--- config.mk ---
export PLATFORM = sky130hd
export DESIGN_NAME = shf_unit
export DESIGN_NICKNAME = d
export VERILOG_FILES = /design/src/rtl/shf_pkg.sv /design/src/rtl/shf_amt_dec.sv /design/src/rtl/shf_operand_prep.sv /design/src/rtl/shf_barrel_core.sv /design/src/rtl/shf_result_fmt.sv /design/src/rtl/shf_unit.sv
export SDC_FILE = /design/constraint.sdc
export NUM_CORES = 1
export LEC_CHECK = 0
export CORE_ASPECT_RATIO = 1.75
export CORE_MARGIN = 2
export CORE_UTILIZATION = 50
export DETAILED_ROUTE_END_ITERATION = 8
export DONT_BUFFER_PORTS = 1
export PLACE_DENSITY = 0.63
export SYNTH_ARGS = -nofsm -noshare
export SYNTH_HDL_FRONTEND = slang
export SYNTH_SLANG_ARGS = --single-unit
--- constraint.sdc ---
create_clock -name vclk -period 4.65
set_input_delay 0.465 -clock vclk [all_inputs]
set_output_delay 0.465 -clock vclk [all_outputs]
set_load 0.01 [all_outputs]
--- src/rtl/shf_pkg.sv ---
package shf_pkg;

  // Shift direction as seen on the dir_right input
  typedef enum logic {
    SHF_LEFT  = 1'b0,
    SHF_RIGHT = 1'b1
  } shf_dir_e;

  // Right-shift kind as seen on the arith_sel input
  typedef enum logic {
    SHF_LOGIC = 1'b0,
    SHF_ARITH = 1'b1
  } shf_kind_e;

  // Number of bits needed to encode a distance below a given width
  function automatic int unsigned dist_bits(input int unsigned width);
    return $clog2(width);
  endfunction

  // Fill bit for a right shift: sign source only for arithmetic right shifts
  function automatic logic pick_fill(input shf_dir_e dir, input shf_kind_e kind,
                                     input logic sign_src);
    return (dir == SHF_RIGHT) && (kind == SHF_ARITH) && sign_src;
  endfunction

endpackage

--- src/rtl/shf_amt_dec.sv ---
module shf_amt_dec #(
  parameter int unsigned AMT_W = 12,
  parameter int unsigned SHW   = 6,
  parameter int unsigned WSHW  = 5
) (
  input  logic [AMT_W-1:0] amt_src,
  input  logic             word_sel,
  input  logic             imm_sel,
  output logic [SHW-1:0]   amt_eff,
  output logic             rsv_enc
);

  localparam int unsigned PAD_W = SHW - WSHW;

  logic [SHW-1:0] full_amt;
  logic [SHW-1:0] word_amt;
  logic           unused_hi;

  assign full_amt  = amt_src[SHW-1:0];
  assign word_amt  = {{PAD_W{1'b0}}, amt_src[WSHW-1:0]};
  assign unused_hi = ^amt_src[AMT_W-1:SHW];

  always_comb begin
    amt_eff = word_sel ? word_amt : full_amt;
    rsv_enc = word_sel & imm_sel & amt_src[WSHW];
  end

endmodule

--- src/rtl/shf_operand_prep.sv ---
module shf_operand_prep #(
  parameter int unsigned XLEN = 64,
  parameter int unsigned WLEN = 32
) (
  input  logic [XLEN-1:0] op_a,
  input  logic            dir_right,
  input  logic            arith_sel,
  input  logic            word_sel,
  output logic [XLEN-1:0] core_in,
  output logic            core_fill
);
  import shf_pkg::*;

  localparam int unsigned HI_W = XLEN - WLEN;

  logic [XLEN-1:0] framed;
  logic [XLEN-1:0] flipped;
  logic            sign_src;
  logic            fill_bit;

  assign sign_src = word_sel ? op_a[WLEN-1] : op_a[XLEN-1];
  assign fill_bit = pick_fill(shf_dir_e'(dir_right), shf_kind_e'(arith_sel), sign_src);

  // Word operands are framed with the fill bit above the low word so that a
  // right shift pulls the correct bits into the low half.
  always_comb begin
    if (word_sel) framed = {{HI_W{fill_bit}}, op_a[WLEN-1:0]};
    else          framed = op_a;
  end

  // Bit reversal turns a left shift into a right shift on the same network
  for (genvar i = 0; i < XLEN; i++) begin : g_rev
    assign flipped[i] = framed[XLEN-1-i];
  end

  assign core_in   = dir_right ? framed : flipped;
  assign core_fill = fill_bit;

endmodule

--- src/rtl/shf_barrel_core.sv ---
module shf_barrel_core #(
  parameter int unsigned XLEN = 64,
  parameter int unsigned SHW  = 6
) (
  input  logic [XLEN-1:0] din,
  input  logic [SHW-1:0]  amt,
  input  logic            fill,
  output logic [XLEN-1:0] dout
);

  logic [XLEN-1:0] stage [0:SHW];

  assign stage[0] = din;

  // One stage per distance bit, stage i moves by 2**i positions
  for (genvar i = 0; i < SHW; i++) begin : g_stage
    localparam int unsigned STEP = 1 << i;
    logic [XLEN-1:0] moved;
    assign moved        = {{STEP{fill}}, stage[i][XLEN-1:STEP]};
    assign stage[i+1]   = amt[i] ? moved : stage[i];
  end

  assign dout = stage[SHW];

endmodule

--- src/rtl/shf_result_fmt.sv ---
module shf_result_fmt #(
  parameter int unsigned XLEN = 64,
  parameter int unsigned WLEN = 32
) (
  input  logic [XLEN-1:0] core_out,
  input  logic            dir_right,
  input  logic            word_sel,
  output logic [XLEN-1:0] result
);

  localparam int unsigned HI_W = XLEN - WLEN;

  logic [XLEN-1:0] unflipped;
  logic [XLEN-1:0] oriented;

  for (genvar i = 0; i < XLEN; i++) begin : g_unrev
    assign unflipped[i] = core_out[XLEN-1-i];
  end

  assign oriented = dir_right ? core_out : unflipped;

  always_comb begin
    if (word_sel) result = {{HI_W{oriented[WLEN-1]}}, oriented[WLEN-1:0]};
    else          result = oriented;
  end

endmodule

--- src/rtl/shf_unit.sv ---
module shf_unit #(
  parameter int unsigned XLEN  = 64,
  parameter int unsigned WLEN  = 32,
  parameter int unsigned AMT_W = 12
) (
  input  logic [XLEN-1:0]  op_a,
  input  logic [AMT_W-1:0] amt_src,
  input  logic             dir_right,
  input  logic             arith_sel,
  input  logic             word_sel,
  input  logic             imm_sel,
  output logic [XLEN-1:0]  result,
  output logic             rsv_enc
);

  localparam int unsigned SHW  = shf_pkg::dist_bits(XLEN);
  localparam int unsigned WSHW = shf_pkg::dist_bits(WLEN);

  // Named internal events, visible to the bound checker
  logic [SHW-1:0]  amt_eff;
  logic [XLEN-1:0] core_in;
  logic            core_fill;
  logic [XLEN-1:0] core_out;

  shf_amt_dec #(.AMT_W(AMT_W), .SHW(SHW), .WSHW(WSHW)) u_dec (
    .amt_src  (amt_src),
    .word_sel (word_sel),
    .imm_sel  (imm_sel),
    .amt_eff  (amt_eff),
    .rsv_enc  (rsv_enc)
  );

  shf_operand_prep #(.XLEN(XLEN), .WLEN(WLEN)) u_prep (
    .op_a      (op_a),
    .dir_right (dir_right),
    .arith_sel (arith_sel),
    .word_sel  (word_sel),
    .core_in   (core_in),
    .core_fill (core_fill)
  );

  shf_barrel_core #(.XLEN(XLEN), .SHW(SHW)) u_core (
    .din  (core_in),
    .amt  (amt_eff),
    .fill (core_fill),
    .dout (core_out)
  );

  shf_result_fmt #(.XLEN(XLEN), .WLEN(WLEN)) u_fmt (
    .core_out  (core_out),
    .dir_right (dir_right),
    .word_sel  (word_sel),
    .result    (result)
  );

endmodule

# Yosys cells after proc, flatten, opt, wreduce, memory -nomap -nowiden
# Index checks and enable logic that the tools add are counted.
dict set report classes {
  n_mux 12
  bitwise 2
  reduce_logical 2
}
# cell n
set ops {}
lappend ops {{64-bit 2-to-1 mux} 10}
lappend ops {{6-bit 2-to-1 mux} 1}
lappend ops {{1-bit bitwise AND} 2}
lappend ops {{1-bit logical AND} 2}
lappend ops {{1-bit 2-to-1 mux} 1}
dict set report word_totals {
  register_bits 0
  inputBits 80
  out_inout_bits 65
  word_cells 16
}

# Longest topological paths before layout
# Gate-level depths: netlist of the first run.
dict set report logic_depth {
  depth_word 12
  depth_mapped 15
  depth_no_buf 8
}

# Modules after synthesis
# Synthesis of the first run repeated with hierarchy kept, for this count alone.
dict set report unflattened {
  cells_unflattened 811
  hier_area_um2 6910.4
}
# mod n_inst cells_each area_per_inst_um2 seq_area_each_um2
set modules_own_cells {}
lappend modules_own_cells {shf_barrel_core 1 536 4674.5 0.0}
lappend modules_own_cells {shf_result_fmt 1 82 1255.0 0.0}
lappend modules_own_cells {shf_operand_prep 1 186 927.1 0.0}
lappend modules_own_cells {shf_amt_dec 1 7 53.8 0.0}

# Worst setup path after synthesis of the first run
# No wires, ideal clock.
dict set report synth_path {
  path_type {input to output}
  start {input dir_right}
  end {output result[35]}
  arrival_time_ps 2976
  required_ps 4185
  setup_slack_ps 1209
  stages 11
  path_buffers 3
  cell_sequence {buf_2 > buf_2 > buf_2 > or3b_2 > a22oi_1 > mux2i_1 > a221o_1 > nor2_1 > nor3_1 > o311a_1 > a311oi_1}
}
dict set report synth_between {
  elab_chain_len 12
}
# item line_no
set synth_lines {}
lappend synth_lines {{start: declaration} shf_unit.sv:8} ;# input logic dir_right,
lappend synth_lines {{1-bit logical AND (2 in a row)} shf_pkg.sv:23} ;# return (dir == SHF_RIGHT) && (kind == SHF_ARITH) && sign_src;
lappend synth_lines {{64-bit 2-to-1 mux} shf_operand_prep.sv:27} ;# if (word_sel) framed = {{HI_W{fill_bit}}, op_a[WLEN-1:0]};
lappend synth_lines {{64-bit 2-to-1 mux} shf_operand_prep.sv:36} ;# assign core_in = dir_right ? framed : flipped;
lappend synth_lines {{64-bit 2-to-1 mux (6 in a row)} shf_barrel_core.sv:20} ;# assign stage[i+1] = amt[i] ? moved : stage[i];
lappend synth_lines {{64-bit 2-to-1 mux *} shf_result_fmt.sv:20} ;# assign oriented = dir_right ? core_out : unflipped;
lappend synth_lines {{64-bit 2-to-1 mux *} shf_result_fmt.sv:23} ;# if (word_sel) result = {{HI_W{oriented[WLEN-1]}}, oriented[WLEN-1:0]};
lappend synth_lines {{end: declaration} shf_unit.sv:12} ;# output logic [XLEN-1:0] result,
# Mark *: on every way between the ends. The rest lies on a longest branch, timed or not.

# Worst setup path after layout of the first run
dict set report layout_path {
  start {input word_sel}
  end {output result[56]}
}
dict set report layout_between {
  elab_chain_len 12
  elab_cells_between_ends 13
  cone_classes {mux (12); reduce/logical (1)}
}
# item line_no
set layout_lines {}
lappend layout_lines {{start: declaration} shf_unit.sv:10} ;# input logic word_sel,
lappend layout_lines {{1-bit 2-to-1 mux} shf_operand_prep.sv:21} ;# assign sign_src = word_sel ? op_a[WLEN-1] : op_a[XLEN-1];
lappend layout_lines {{1-bit logical AND} shf_pkg.sv:23}
lappend layout_lines {{64-bit 2-to-1 mux} shf_operand_prep.sv:27}
lappend layout_lines {{64-bit 2-to-1 mux} shf_operand_prep.sv:36}
lappend layout_lines {{64-bit 2-to-1 mux (6 in a row)} shf_barrel_core.sv:20}
lappend layout_lines {{64-bit 2-to-1 mux} shf_result_fmt.sv:20}
lappend layout_lines {{64-bit 2-to-1 mux *} shf_result_fmt.sv:23}
# Marked as above.

==> results of run 1 <==
## per-layer routing
layer | wire [um] | GRT usage, % | vias to the layer above
met3 | 4210 | 10.9 | 262
met1 | 13300 | 50.6 | 4867
met2 | 18500 | 75.7 | 879
li1 | - | - | 4399
met4 | 4260 | 34.9 | 0
met5 | 0 | 0 | -
## report_power, final
part           leakage [nW]    total (mW)  internal, mW  switching [mW]
sequential                0             0             0               0
combinational          2.80          1.25         0.476           0.778
clock             0.0000164  0.0000000580  0.0000000580               0
total                  2.80          1.25         0.476           0.778
## stage by stage
| step | total power [mW] | cells | setup WS (ns) | hold WS, ns | util [%] |
|---|---|---|---|---|---|
| floorplan | 0.889 | 1130 | 1.21 | 1.12 | - |
| global placement | 1.18 | 1246 | 0.514 | 1.03 | 52.1 |
| detailed placement | 1.19 | 1246 | 0.505 | 1.04 | 52.1 |
| CTS | 1.19 | 1246 | 0.498 | 1.04 | 52.1 |
| global route | 1.30 | 1247 | 0.268 | 1.05 | 52.1 |
| finish | 1.25 | 1248 | 0.250 | 1.06 | 52.1 |
## logic make-up after synthesis
kind of cell,count (synthesis),synth area share [%]
buffers and inverters,138,7.40
XOR/XNOR,1,0.111
AO/OA/AOI/OAI,480,44.2
AND/OR/NAND/NOR,394,23.8
multiplexers,117,24.5
## worst paths after layout
path / endpoint / slack, ns / from
min: result[62] / 1.06 / word_sel
max: result[56] / 0.25 / word_sel
## final cells by class
type,count,area share (%)
multi-input cells,992,90.9
repair buffers,57,5.65
well taps,186,2.90
inverters,11,0.515
diodes,2,0.0624
## cells in the final DEF, fill, tap and decap left out, types with 5 or more instances in the layout
cell type / count
a211oi_1: 32
a21boi_0: 16
a21o_1: 19
a21oi_1: 74
a221o_1: 5
a221oi_1: 14
a22o_1: 5
a22oi_1: 15
a311oi_1: 24
a31o_2: 11
a31oi_1: 46
a32oi_1: 31
and3_1: 6
buf_4: 55
inv_1: 6
mux2_2: 7
mux2i_1: 50
mux4_2: 60
nand2_1: 133
nand2b_1: 35
nand3_1: 28
nand4_1: 5
nor2_1: 111
nor3_1: 26
o2111ai_1: 5
o211a_1: 5
o211ai_1: 24
o21a_1: 11
o21ai_0: 59
o221ai_1: 12
o22ai_1: 8
o31ai_1: 9
o32ai_1: 6
o41ai_1: 5
or3_1: 6
or3b_2: 26
## critical path, delay by kind of cell
family	cells	cell delay, ns
mux	3	1.16
simple gates	3	0.98
compound gates	2	1.32
==> results.cfg, run 1 <==
[status]
outcome = completed

[placement]
place_area_um2 = 8020
place.gp.congestion = 1.11
dp_hpwl_um = 30400
portBuffers = 0

[timing]
setup_viol = 0
min_period_ns = 4.40
worst-slew-pin-transition_ns = 1.36
fmax_ghz = 0.227
rsz0062_at_grt = false
tns_ns = 0
finalHoldViolCount = 0
finalMaxSlewViolations = 0
max_slew_margin_pct = 8.85
post-route-period-util_pct = 94.6

[yosys]
synth.distinct_cells = 72
yosysWarnings = 0
netlist_instances = 1130
synth_top_area_share_pct = 17.2
yosysTopAreaCell = mux4_2
syn-num-nets = 1210
synth.most_common_cell = nand2_1
postSynthAreaPerCell_um2 = 6.96
synth_common_cells = nand2_1, nor2_1, a21oi_1
syn_area_um2 = 7870
synth_area_leaders = mux4_2, mux2i_1, nand2_1
ys_seq_area_share_pct = 0

[setup_path]
startpoint_type = primary input
path_cells = mux2i_1 -> or2_1 -> nor2_1 -> a211oi_1 -> nor2_1 -> mux2_2 -> mux2_2 -> o21a_1
worstPathArrival_ns = 3.93
cp-end-kind = primary output
critPathRequiredTime_ns = 4.18
crit_path_top_delay_cell = a211oi_1
max_stage_delay_ns = 1.11
crit_fanout = 79
path_class = in -> out

[floorplanning]
rows = 60
core_um2 = 15400
die_area_um2 = 16800
fp.dieW_um = 98.8
start_util_pct = 51.1
pin_count = 145
die_h_um = 170

[pwr]
leakagePower_nw = 2.80
p_per_area_nw_per_um2 = 156
worst_ir_drop_vdd_mv = 0.0690

[global_route]
grt_pass1_vias = 9520
grt_max_degree = 246
grt_usage_pct = 46.0
grt_pass1_wl_um = 59600
grt_antenna_before_repair = 2
overflow = 0

[finish]
design.seq.count = 0
seq_area_um2 = 0
final_layout_size_suffix_gt1_share_pct = 16.6
fin_nets = 1142
nClkBuffers = 0
final_area_um2 = 8020
area_delta_synth_final_pct = 1.97
fillCellCount = 1605
multiInputGateArea_um2 = 7290

[route]
drt_iter0_markers = 1346
drt_first_pass_iters = 8
drc = 0
num_vias = 10407
final_antenna_net_count = 0
detail_route.wirelength_um = 40200
wire_per_inst_um = 32.2
drt-vias-per-instance = 8.34

[cts]
cts-resized-gates = 0
hold_buffers = 0
cts_setup_buffers = 0

[hold_path]
min_path_type = in -> out
whs_path_depth = 1

[job]
maxCapViolCount = 0
(Power assumes the default switching activity.)
==> run 2, diff against run 1 <==
Settings changed: PLACE_DENSITY 0.63 to default.
==> results.cfg, run 2 (synthesized netlist as in run 1, its figures left out) <==
[setup_path]
cp-end-kind = primary output
path_common_cell = buf_4
path_class = in -> out
crit_path_top_delay_cell = a31oi_1
max_stage_delay_ns = 0.76
crit_fanout = 19
path_cells = nand3_2 -> buf_4 -> a31oi_1 -> mux4_2 -> mux2i_1 -> mux4_2 -> a32o_1 -> buf_4 -> a21o_1 -> a21oi_1 -> buf_4
startpoint_type = primary input
critPathRequiredTime_ns = 4.18
worstPathArrival_ns = 3.80

[floorplanning]
rows = 60
fp.dieW_um = 98.8
pin_count = 145
core_um2 = 15400
die_area_um2 = 16800
die_h_um = 170
start_util_pct = 51.1

[cts]
cts-resized-gates = 0
hold_buffers = 0
cts_setup_buffers = 0

[route]
wire_per_inst_um = 31.6
drt_first_pass_iters = 8
drc = 0
detail_route.wirelength_um = 39400
num_vias = 10314
drt_iter0_markers = 1639
final_antenna_net_count = 0
drt-vias-per-instance = 8.26

[placement]
place.gp.congestion = 1.09
dp_slack_ns = 0.476
portBuffers = 0
post-place-cells = 1247
dp_hpwl_um = 29200

[timing]
post-route-period-util_pct = 91.8
finalMaxSlewViolations = 0
max_slew_margin_pct = 17.1
fmax_ghz = 0.234
setup_viol = 0
tns_ns = 0
min_period_ns = 4.27
rsz0062_at_grt = false
postLayoutSetupSlackWorst_ns = 0.381
finalHoldViolCount = 0
worst-slew-pin-transition_ns = 1.24

[global_route]
grt_usage_pct = 45.5
grt_pass1_wl_um = 59200
grt_antenna_before_repair = 3
grt_pass1_vias = 9577
grt_max_degree = 246
overflow = 0

[finish]
area_delta_synth_final_pct = 1.72
layout.cells.non_filler = 1248
nClkBuffers = 0
fin_util_pct = 52.0
design.seq.count = 0
fillCellCount = 1602
final_common_cell = nand2_1
fin_nets = 1143
final_cell_mix = nand2_1, nor2_1, a21oi_1
seq_area_um2 = 0
final_layout_size_suffix_gt1_share_pct = 16.7

[hold_path]
min_path_type = in -> out

[job]
maxCapViolCount = 0

[status]
outcome = completed
## run 2: final cells by class
type | instances | area [um^2] | area share [%]
antenna | 1 | 2.50 | 0.0313
inverter | 11 | 41.3 | 0.516
multi-input combinational | 992 | 7290 | 91.1
tap | 186 | 233 | 2.91
timing repair buffer | 58 | 435 | 5.44
## run 2: worst max-delay path: cells and delay by family
family | cells | cell delay [ns]
AOI/OAI and AO/OA | 4 | 1.37
buffers and inverters | 3 | 0.64
and+or+nand+nor | 1 | 0.20
muxes | 3 | 1.12
## run 2: stage by stage
stage               instance area (um^2)  hold WS, ns
floorplan                           7870         1.12
global placement                    8000         1.04
detailed placement                  8000         1.04
CTS                                 8000         1.04
global route                        8000         1.05
finish                              8000         1.06
## run 2: routing by layer
layer  vias to the layer above  global-route usage [%]  share of wire, %
li1                       4415                       -                 -
met1                      4779                    51.5                32
met2                       869                    72.2                45
met3                       247                    12.0                12
met4                         4                    34.8                10
met5                         -                       0             0.071
## run 2: worst paths after layout
kind	from	endpoint	slack, ns	depth (start not counted)
setup / recovery	arith_sel	result[55]	0.38	11
hold / removal	word_sel	result[62]	1.06	1
==> run 3, diff against run 2 <==
Settings changed: CAP_MARGIN from default to 15, RECOVER_POWER from default to 100.
==> results.cfg, run 3 (synthesized netlist as in run 1, its figures left out) <==
[status]
outcome = completed

[floorplanning]
die_area_um2 = 16800
fp.dieW_um = 98.8
core_um2 = 15400
rows = 60
start_util_pct = 51.1
die_h_um = 170
pin_count = 145

[setup_path]
crit_path_top_delay_cell = a31oi_1
crit_fanout = 19
path_depth = 11
critical-path-top-delay-family = compound AO/OA/AOI/OAI gates
max_stage_delay_ns = 0.71
path_class = in -> out
cp-end-kind = primary output
path_cells = nand3_2 -> buf_4 -> a31oi_1 -> mux2i_1 -> mux4_2 -> mux2i_1 -> clkbuf_1 -> o2111a_1 -> a211oi_1 -> o31ai_1 -> clkbuf_1
worst-path-buf-inv = 3
startpoint_type = primary input
worstPathArrival_ns = 3.88
critPathRequiredTime_ns = 4.18
cp-startpoint = arith_sel
crit_end = result[59]

[placement]
place.gp.congestion = 1.09
dp_slack_ns = 0.476
portBuffers = 0
dp_hpwl_um = 29200

[route]
drc = 0
drt_first_pass_iters = 6
drt_iter0_markers = 1725
final_antenna_net_count = 0
detail_route.wirelength_um = 39400
num_vias = 10388
drt-vias-per-instance = 8.32
wire_per_inst_um = 31.5

[finish]
area_delta_synth_final_pct = 0.827
fin_nets = 1143
seq_area_um2 = 0
fillCellCount = 1609
final_layout_size_suffix_gt1_share_pct = 14.9
design.seq.count = 0
final_cell_mix = nand2_1, nor2_1, a21oi_1
fin_util_pct = 51.5
nClkBuffers = 0
final_common_cell = nand2_1

[global_route]
overflow = 0
grt_max_degree = 246
grt_pass1_wl_um = 59200
grt_usage_pct = 45.5
grt_antenna_before_repair = 3
grt_pass1_vias = 9577

[timing]
min_period_ns = 4.34
worst-slew-pin-transition_ns = 1.14
max_slew_margin_pct = 23.5
finalHoldViolCount = 0
finalMaxSlewViolations = 0
post-route-period-util_pct = 93.4
tns_ns = 0
setup_viol = 0
rsz0062_at_grt = false
postLayoutSetupSlackWorst_ns = 0.308
fmax_ghz = 0.230

[hold_path]
whs_path_depth = 1
min_path_type = in -> out

[cts]
cts-resized-gates = 0
cts_setup_buffers = 0
hold_buffers = 0

[job]
maxCapViolCount = 0
run 3: how the worst min path moves through the flow:
stage               slack (ns)     start    endpoint
floorplan                 1.12   imm_sel     rsv_enc
global placement          1.04  word_sel  result[62]
detailed placement        1.04  word_sel  result[62]
CTS                       1.04  word_sel  result[62]
global route              1.06  word_sel  result[52]
finish                    1.07  word_sel  result[52]
run 3: layout make-up:
type                       instances  area (um^2)  area share (%)
timing repair buffer              58          369            4.65
tap                              186          233            2.93
antenna                            2         5.00          0.0631
multi-input combinational        992         7280            91.8
inverter                          11         41.3           0.521
run 3: routing by layer:
| metal | up-vias | part of all wire [%] | track usage, % |
|---|---|---|---|
| met2 | 874 | 44 | 72.2 |
| met4 | 2 | 11 | 34.8 |
| met3 | 285 | 12 | 12.0 |
| met5 | - | 0.033 | 0 |
| met1 | 4813 | 32 | 51.5 |
| li1 | 4414 | - | - |
run 3: through the flow:
| step | hold slack, ns | cells | area, um^2 |
|---|---|---|---|
| 2_1_floorplan | 1.12 | 1130 | 7870 |
| 3_3_place_gp | 1.04 | 1247 | 8000 |
| 3_5_place_dp | 1.04 | 1247 | 8000 |
| 4_1_cts | 1.04 | 1247 | 8000 |
| 5_1_grt | 1.06 | 1247 | 7930 |
| 6_report | 1.07 | 1249 | 7930 |
